$ cat src/rtl/gs_pwm_pkg.sv
package gs_pwm_pkg;
  typedef struct packed {
    logic blank;
    logic restart_en;
    logic ext_sel;
    logic rise_mode;
  } gs_ctl_t;
endpackage

$ cat src/rtl/gs_ref_edge.sv
module gs_ref_edge #(
  parameter int SYNC = 2
) (
  input  logic clk,
  input  logic rst,
  input  logic ref_int_i,
  input  logic ref_ext_i,
  input  logic ext_sel_i,
  output logic rise_o,
  output logic fall_o
);
  logic [SYNC-1:0] int_sync, ext_sync;
  logic sel_now, sel_prev;

  always_ff @(posedge clk) begin
    if (rst) begin
      int_sync <= '0;
      ext_sync <= '0;
    end else begin
      int_sync[0] <= ref_int_i;
      ext_sync[0] <= ref_ext_i;
      for (int k = 1; k < SYNC; k++) begin
        int_sync[k] <= int_sync[k-1];
        ext_sync[k] <= ext_sync[k-1];
      end
    end
  end

  assign sel_now = ext_sel_i ? ext_sync[SYNC-1] : int_sync[SYNC-1];

  always_ff @(posedge clk) begin
    if (rst) sel_prev <= 1'b0;
    else     sel_prev <= sel_now;
  end

  assign rise_o = sel_now & ~sel_prev;
  assign fall_o = ~sel_now & sel_prev;
endmodule

$ cat src/rtl/gs_cfg_latch.sv
module gs_cfg_latch
  import gs_pwm_pkg::*;
#(
  parameter int CH = 12,
  parameter int W  = 16
) (
  input  logic          clk,
  input  logic          rst,
  input  logic          load_i,
  input  gs_ctl_t       ctl_i,
  input  logic [CH*W-1:0] gs_i,
  output gs_ctl_t       ctl_o,
  output logic [CH*W-1:0] gs_o,
  output logic          restart_o
);
  always_ff @(posedge clk) begin
    if (rst) begin
      ctl_o <= '{blank: 1'b1, restart_en: 1'b0, ext_sel: 1'b0, rise_mode: 1'b0};
      gs_o  <= '0;
    end else if (load_i) begin
      ctl_o <= ctl_i;
      gs_o  <= gs_i;
    end
  end

  assign restart_o = load_i & (ctl_i.restart_en | (ctl_i.blank ^ ctl_o.blank));


  gs_hold_chk: assert property (@(posedge clk) disable iff (rst)
    !load_i |=> $stable(gs_o));

  ctl_hold_chk: assert property (@(posedge clk) disable iff (rst)
    !load_i |=> $stable(ctl_o));
endmodule

$ cat src/rtl/gs_counter.sv
module gs_counter #(
  parameter int W = 16
) (
  input  logic         clk,
  input  logic         rst,
  input  logic         rise_i,
  input  logic         restart_i,
  input  logic         blank_i,
  output logic [W-1:0] cnt_o
);
  always_ff @(posedge clk) begin
    if (rst || restart_i || blank_i) cnt_o <= '0;
    else if (rise_i)                 cnt_o <= cnt_o + 1'b1;
  end


  cnt_step_chk: assert property (@(posedge clk) disable iff (rst)
    rise_i && !restart_i && !blank_i |=> cnt_o == W'($past(cnt_o) + 1'b1));

  cnt_hold_chk: assert property (@(posedge clk) disable iff (rst)
    !rise_i && !restart_i |=> $stable(cnt_o));

  cnt_clear_chk: assert property (@(posedge clk) disable iff (rst)
    restart_i |=> cnt_o == '0);
endmodule

$ cat src/rtl/gs_chan_out.sv
module gs_chan_out #(
  parameter int CH = 12,
  parameter int W  = 16
) (
  input  logic            clk,
  input  logic            rst,
  input  logic [W-1:0]    cnt_i,
  input  logic [CH*W-1:0] gs_i,
  input  logic            rise_i,
  input  logic            fall_i,
  input  logic            rise_mode_i,
  input  logic            blank_i,
  input  logic            restart_i,
  output logic [CH-1:0]   pwm_o
);
  logic [CH-1:0] cmp, cmp_q;

  for (genvar i = 0; i < CH; i++) begin : g_cmp
    assign cmp[i] = cnt_i < gs_i[i*W +: W];
  end

  always_ff @(posedge clk) begin
    if (rst || restart_i || blank_i) begin
      cmp_q <= '0;
      pwm_o <= '0;
    end else begin
      if (rise_i) cmp_q <= cmp;
      if (rise_mode_i && rise_i)       pwm_o <= cmp;
      else if (!rise_mode_i && fall_i) pwm_o <= cmp_q;
    end
  end


  forced_off_chk: assert property (@(posedge clk) disable iff (rst)
    restart_i |=> pwm_o == '0);

  blank_off_chk: assert property (@(posedge clk) disable iff (rst)
    blank_i |=> pwm_o == '0);

  pwm_hold_chk: assert property (@(posedge clk) disable iff (rst)
    !(rise_mode_i ? rise_i : fall_i) && !restart_i && !blank_i |=> $stable(pwm_o));
endmodule

$ cat src/rtl/gs_pwm_bank.sv
module gs_pwm_bank
  import gs_pwm_pkg::*;
#(
  parameter int CH   = 12,
  parameter int W    = 16,
  parameter int SYNC = 2
) (
  input  logic            clk,
  input  logic            rst,
  input  logic            ref_int_i,
  input  logic            ref_ext_i,
  input  logic            load_i,
  input  logic            cfg_blank_i,
  input  logic            cfg_restart_en_i,
  input  logic            cfg_ext_sel_i,
  input  logic            cfg_rise_i,
  input  logic [CH*W-1:0] gs_i,
  output logic [CH-1:0]   pwm_o
);
  gs_ctl_t         ctl_in, ctl_q;
  logic [CH*W-1:0] gs_q;
  logic            restart, rise, fall;
  logic [W-1:0]    cnt;

  assign ctl_in = '{blank: cfg_blank_i, restart_en: cfg_restart_en_i,
                    ext_sel: cfg_ext_sel_i, rise_mode: cfg_rise_i};

  gs_cfg_latch #(.CH(CH), .W(W)) u_cfg (
    .clk(clk), .rst(rst), .load_i(load_i), .ctl_i(ctl_in), .gs_i(gs_i),
    .ctl_o(ctl_q), .gs_o(gs_q), .restart_o(restart)
  );

  gs_ref_edge #(.SYNC(SYNC)) u_edge (
    .clk(clk), .rst(rst), .ref_int_i(ref_int_i), .ref_ext_i(ref_ext_i),
    .ext_sel_i(ctl_q.ext_sel), .rise_o(rise), .fall_o(fall)
  );

  gs_counter #(.W(W)) u_cnt (
    .clk(clk), .rst(rst), .rise_i(rise), .restart_i(restart),
    .blank_i(ctl_q.blank), .cnt_o(cnt)
  );

  gs_chan_out #(.CH(CH), .W(W)) u_out (
    .clk(clk), .rst(rst), .cnt_i(cnt), .gs_i(gs_q), .rise_i(rise),
    .fall_i(fall), .rise_mode_i(ctl_q.rise_mode), .blank_i(ctl_q.blank),
    .restart_i(restart), .pwm_o(pwm_o)
  );
endmodule

$ cat config.mk
export PLATFORM = sky130hd
export DESIGN_NAME = gs_pwm_bank
export DESIGN_NICKNAME = d
export VERILOG_FILES = /design/src/rtl/gs_pwm_pkg.sv /design/src/rtl/gs_ref_edge.sv /design/src/rtl/gs_cfg_latch.sv /design/src/rtl/gs_counter.sv /design/src/rtl/gs_chan_out.sv /design/src/rtl/gs_pwm_bank.sv
export SDC_FILE = /design/constraint.sdc
export NUM_CORES = 1
export LEC_CHECK = 0
export ABC_AREA = 1
export BUFFER_PORTS_ARGS = -buffer_cell sky130_fd_sc_hd__buf_2
export CORE_UTILIZATION = 30
export DETAILED_ROUTE_END_ITERATION = 16
export GPL_ROUTABILITY_DRIVEN = 0
export HOLD_SLACK_MARGIN = 0.02
export PLACE_DENSITY = 0.45
export SETUP_SLACK_MARGIN = 0.5
export SYNTH_ARGS = -nofsm -noshare
export SYNTH_HDL_FRONTEND = slang
export SYNTH_SLANG_ARGS = --single-unit
$ cat constraint.sdc
create_clock -name clk -period 4.87 [get_ports clk]
set_clock_uncertainty 0.1 [all_clocks]
set_input_delay 0.7305 -clock clk [delete_from_list [all_inputs] [get_ports clk]]
set_output_delay 0.7305 -clock clk [all_outputs]
set_load 0.02 [all_outputs]
# After elaboration in Yosys (flattened, before gate mapping)
# Index checks and enable logic that the tools add are counted.
dict set report op_classes {
  reduce_logical 6
  add_sub_neg 1
  order_cmp 12
  bitwise_logic 7
  n_mux 3
}
# op n
set ops {}
lappend ops {{< comparator 16 bit} 12}
lappend ops {{two-way mux 12 bit} 2}
lappend ops {{adder 16 x 1 -> 16 bit, second input constant} 1}
lappend ops {{bitwise AND 1 bit} 3}
lappend ops {{logical AND 1 bit} 2}
lappend ops {{logical OR 1 bit} 2}
lappend ops {{inverter 1 bit} 2}
lappend ops {{nonzero test 2 bit} 1}
lappend ops {{logical NOT 1 bit} 1}
lappend ops {{two-way mux 1 bit} 1}
lappend ops {{bitwise OR 1 bit} 1}
lappend ops {{XOR 1 bit} 1}
dict set report totals {
  output_inout_bits 12
  ff_bits 240
  wordCells 39
}

# Depth between registers and ports, before layout
dict set report logic_depth {
  ltp_word 6
  mapped_depth 12
  ltp_nobuf 11
}

# Cells and area by module
# A second synthesis with hierarchy kept.
dict set report hier_totals {
  hier_cells 1926
  hier_area_um2 13565.5
}
# module area_each_um2 instances seq_area_each_um2 cells_per_inst
set modules_own_cells {}
lappend modules_own_cells {gs_cfg_latch 6815.3 1 3923.8 855}
lappend modules_own_cells {gs_chan_out 5745.5 1 480.5 916}
lappend modules_own_cells {gs_counter 825.8 1 320.3 129}
lappend modules_own_cells {gs_ref_edge 178.9 1 100.1 26}

# Least setup slack after synthesis
# OpenSTA, ideal clock, no wires.
dict set report synth_path {
  kind {reg-to-reg}
  from {register u_cnt.cnt_o[1]}
  to {register u_cnt.cnt_o[12]}
  arrival_ns 1.501
  setup_ns 0.113
  path_buffers 0
  stages_incl_launch_ff 9
  required_time_ns 4.657
  synth_period_minus_slack_ns 1.715
  path_slack_ns 3.155
  path_cell_list {dfxtp_1 > ha_1 > nand4_1 > nor2_4 > nand2_2 > clkinv_2 > nand3_1 > o21ai_1 > nor2_1}
}
dict set report synth_between {
  elab_chain_cells 1
}
# item line_no
set synth_lines {}
lappend synth_lines {{start, declared} gs_counter.sv:9} ;# output logic [W-1:0] cnt_o
lappend synth_lines {{start signal, assigned} gs_counter.sv:13} ;# else if (rise_i) cnt_o <= cnt_o + 1'b1;
lappend synth_lines {{adder 16 x 1 -> 16 bit} gs_counter.sv:13}
# No other way between the ends.
# A chain may end at the register's enable or synchronous reset.

# Worst setup path after layout
dict set report layout_path {
  from {register u_cnt.cnt_o[4]}
  to {register u_cnt.cnt_o[12]}
}
# Same word-level chain as after synthesis.

==> flow_summary_export.csv <==
group,metric,value,unit
logic_synthesis,syn_avg_cell_area,7.51,sq um
status,outcome,"complete, no violations",
placed_design,dp_slack,2280,ps
route,drtIter0Drc,589,
cells_and_area,layout_common_cells,"a21oi_1, inv_1, o21ai_0",
die,rows,75,
cells_and_area,final_common_cell,"a21oi_1",
cells_and_area,syn_to_final_growth,20.4,%
cells_and_area,final_cell_area,15400,sq um
cts,cts_resized,0,
cts,worstSkewPairLatency,570,ps
worst_setup_path,cpPeakStageDelay,850,ps
logic_synthesis,yosys.cell_types.count,34,
power,switching_power,1.28,mW
worst_setup_path,crit_slowest_cell,"dfxtp_2",
global_routing,grt.overflow.total,0,
cts,clock-root-buffer,"clkbuf_16",
worst_setup_path,cp_data_required_time,5230,ps
power,pwr-share-clk,47.1,%
placed_design,dpl_cell_area,14300,sq um
route,route.detailed.drc,0,
power,combPwrFrac,10.8,%
power,power.leakage,7.47,nW
logic_synthesis,synth_area,12800,sq um
sta,tns,0,ps
worst_setup_path,arrival,2610,ps
cts,clockBufferDepth,3,
logic_synthesis,syn-instance-count,1699,
die,initial_core_util,30.4,%
sta,rsz0062_at_grt,"false",
power,power_frac_seq,42.1,%
route,via_per_inst,4.66,
worst_setup_path,end_kind,"flip-flop",
logic_synthesis,synth_warnings,0,
worst_setup_path,worstPathCellList,"nand2_1 -> inv_1 -> nand4_1 -> nor2_4 -> nand2_2 -> clkinv_2 -> nand3_1 -> o21ai_1 -> nor2_1",
global_routing,grt_max_degree,148,
sta,layout_worst_path_cycle_share,46.2,%
global_routing,grt_pass1_vias,10900,
cts,htree_num_levels,1,
cts,cts_tree,"done",
power,swShare,25.5,%
logic_synthesis,ys_ff_latch,240,
die,fp.dieArea,43400,sq um
logic_synthesis,yosysSeqAreaShare,37.6,%
logic_synthesis,mappedNetlistNets,2081,
route,drt_wl_total,40400,microns
power,ir_worst_vdd,0.000234,V
cts,postCtsHoldBufs,0,
global_routing,grt_usage,18.6,%
worst_hold_path,hold_class,"in2reg",
flow_run,max_cap_violations,0,
sta,post-route-min-period,2250,ps
sta,fin_ws,2620,ps
sta,tightest_slew,841,ps
global_routing,grt_pass1_wl,61800,microns
route,wl_per_cell,16.5,microns
cts,post_cts_buffers,0,
cells_and_area,fin_cells,2440,
worst_setup_path,worstSetupPathType,"reg2reg",
route,vias,11400,
die,io_pins,213,
sta,hold_viol_final,0,
power,power_density,325,nW/um^2
cts,clkSinkCount,240,
die,core-area,41900,sq um
worst_setup_path,crit_path_start_kind,"flip-flop",
route,dr.pass1.iters,5,
cells_and_area,nets,2258,
cells_and_area,drive_above_1_share,15.7,%
sta,clock.fmax,0.444,GHz
cells_and_area,utilization,36.6,%
placed_design,io_buffers,212,
global_routing,antenna_found_initial,2,
placed_design,placedCellCount,2383,
power,total_power,5.00,mW
sta,maxSlewViolCount,0,
placed_design,dpl.hpwl,26500,microns
cts,path_clk_slew,60,ps
route,antenna_left,0,
sta,setup_viol,0,
worst_setup_path,cp_max_fo,14,
die,die_x,208,microns
sta,hold_slack,294,ps
cts,cts-buffers-inserted,30,
die,die_h,208,microns
power,p_int,3.73,mW
sta,max_slew_margin,43.9,%
## kinds of logic (layout without fill, tap and decap cells)
logic type / after synthesis / in the layout / share of synthesized area [%]
flops: 240 / 240 / 37.6
fa+ha+maj: 181 / 181 / 17.7
buf+inv: 339 / 540 / 10.2
xor+xnor: 2 / 2 / 0.137
other cells: 0 / 1 / 0
compound gates: 556 / 556 / 22.0
simple gates: 381 / 381 / 12.4
## sequential cells by signal, indices dropped and copies added (netlist names)
register and cells:
u_cnt.cnt_o 16, u_cfg.gs_o 192, u_edge.sel_prev 1, u_edge.int_sync 2
u_edge.ext_sync 2, u_cfg.ctl_o 3, u_out.pwm_o 12, u_out.cmp_q 12
## cell type report
type,instances,area (sq um)
antenna,1,2.50
timing repair buffer,220,1160
clock inverter,12,145
clock buffer,44,905
tap,539,674
multi-input combinational,1120,6660
fill,4463,26600
inverter,264,1000
sequential,240,4820
## critical path: cells and delay by family, from the launching register on
kind | cells | cell delay, ps
flip-flops | 1 | 850
AND/OR/NAND/NOR | 6 | 810
buffers and inverters | 2 | 230
AO/OA/AOI/OAI | 1 | 140
## cells in the mapped netlist, drive strengths merged
| cell | instances | area (sq um) |
|---|---|---|
| a211oi | 1 | 7.51 |
| a21oi | 289 | 1450 |
| a31oi | 1 | 6.26 |
| and3 | 1 | 6.26 |
| buf | 12 | 67.6 |
| clkbuf | 63 | 238 |
| clkinv | 2 | 8.75 |
| dfxtp | 240 | 4800 |
| ha | 181 | 2260 |
| inv | 262 | 983 |
| nand2 | 225 | 855 |
| nand3 | 27 | 135 |
| nand3b | 1 | 7.51 |
| nand4 | 13 | 81.3 |
| nor2 | 88 | 353 |
| nor3 | 24 | 125 |
| nor3b | 1 | 7.51 |
| o21ai | 260 | 1310 |
| o21bai | 5 | 37.5 |
| or2 | 1 | 6.26 |
| xnor2 | 1 | 8.76 |
| xor2 | 1 | 8.76 |
## path summary, 6_finish.rpt
kind / start / end / slack, ps / depth (start not counted)
max: u_cnt.cnt_o[4] / u_cnt.cnt_o[12] / 2620 / 9
max reg2reg: u_cnt.cnt_o[4] / u_cnt.cnt_o[12] / 2620 / 9
min: gs_i[96] / u_cfg.gs_o[96] / 290 / 3
min reg2reg: u_edge.int_sync[0] / u_edge.int_sync[1] / 300 / 2
## power by group through the flow
stage | Sequential [mW] | Combinational [mW] | Clock (mW)
after floorplan | 2.15 | 0.356 | 0
final | 2.11 | 0.539 | 2.36
after global placement | 2.15 | 0.535 | 0
after global routing | 2.12 | 0.633 | 2.50
after detailed placement | 2.15 | 0.546 | 0
after CTS | 2.11 | 0.549 | 2.42
## layer usage
metal  vias up  routed length, microns  GRT usage (%)
met1      5131                   19300           24.9
li1       6009                       -              -
met3        40                    1460           2.51
met2       193                   18800           31.4
met4         2                     759           4.29
met5         -                      13              0
Power figures use the tool's default switching activity.
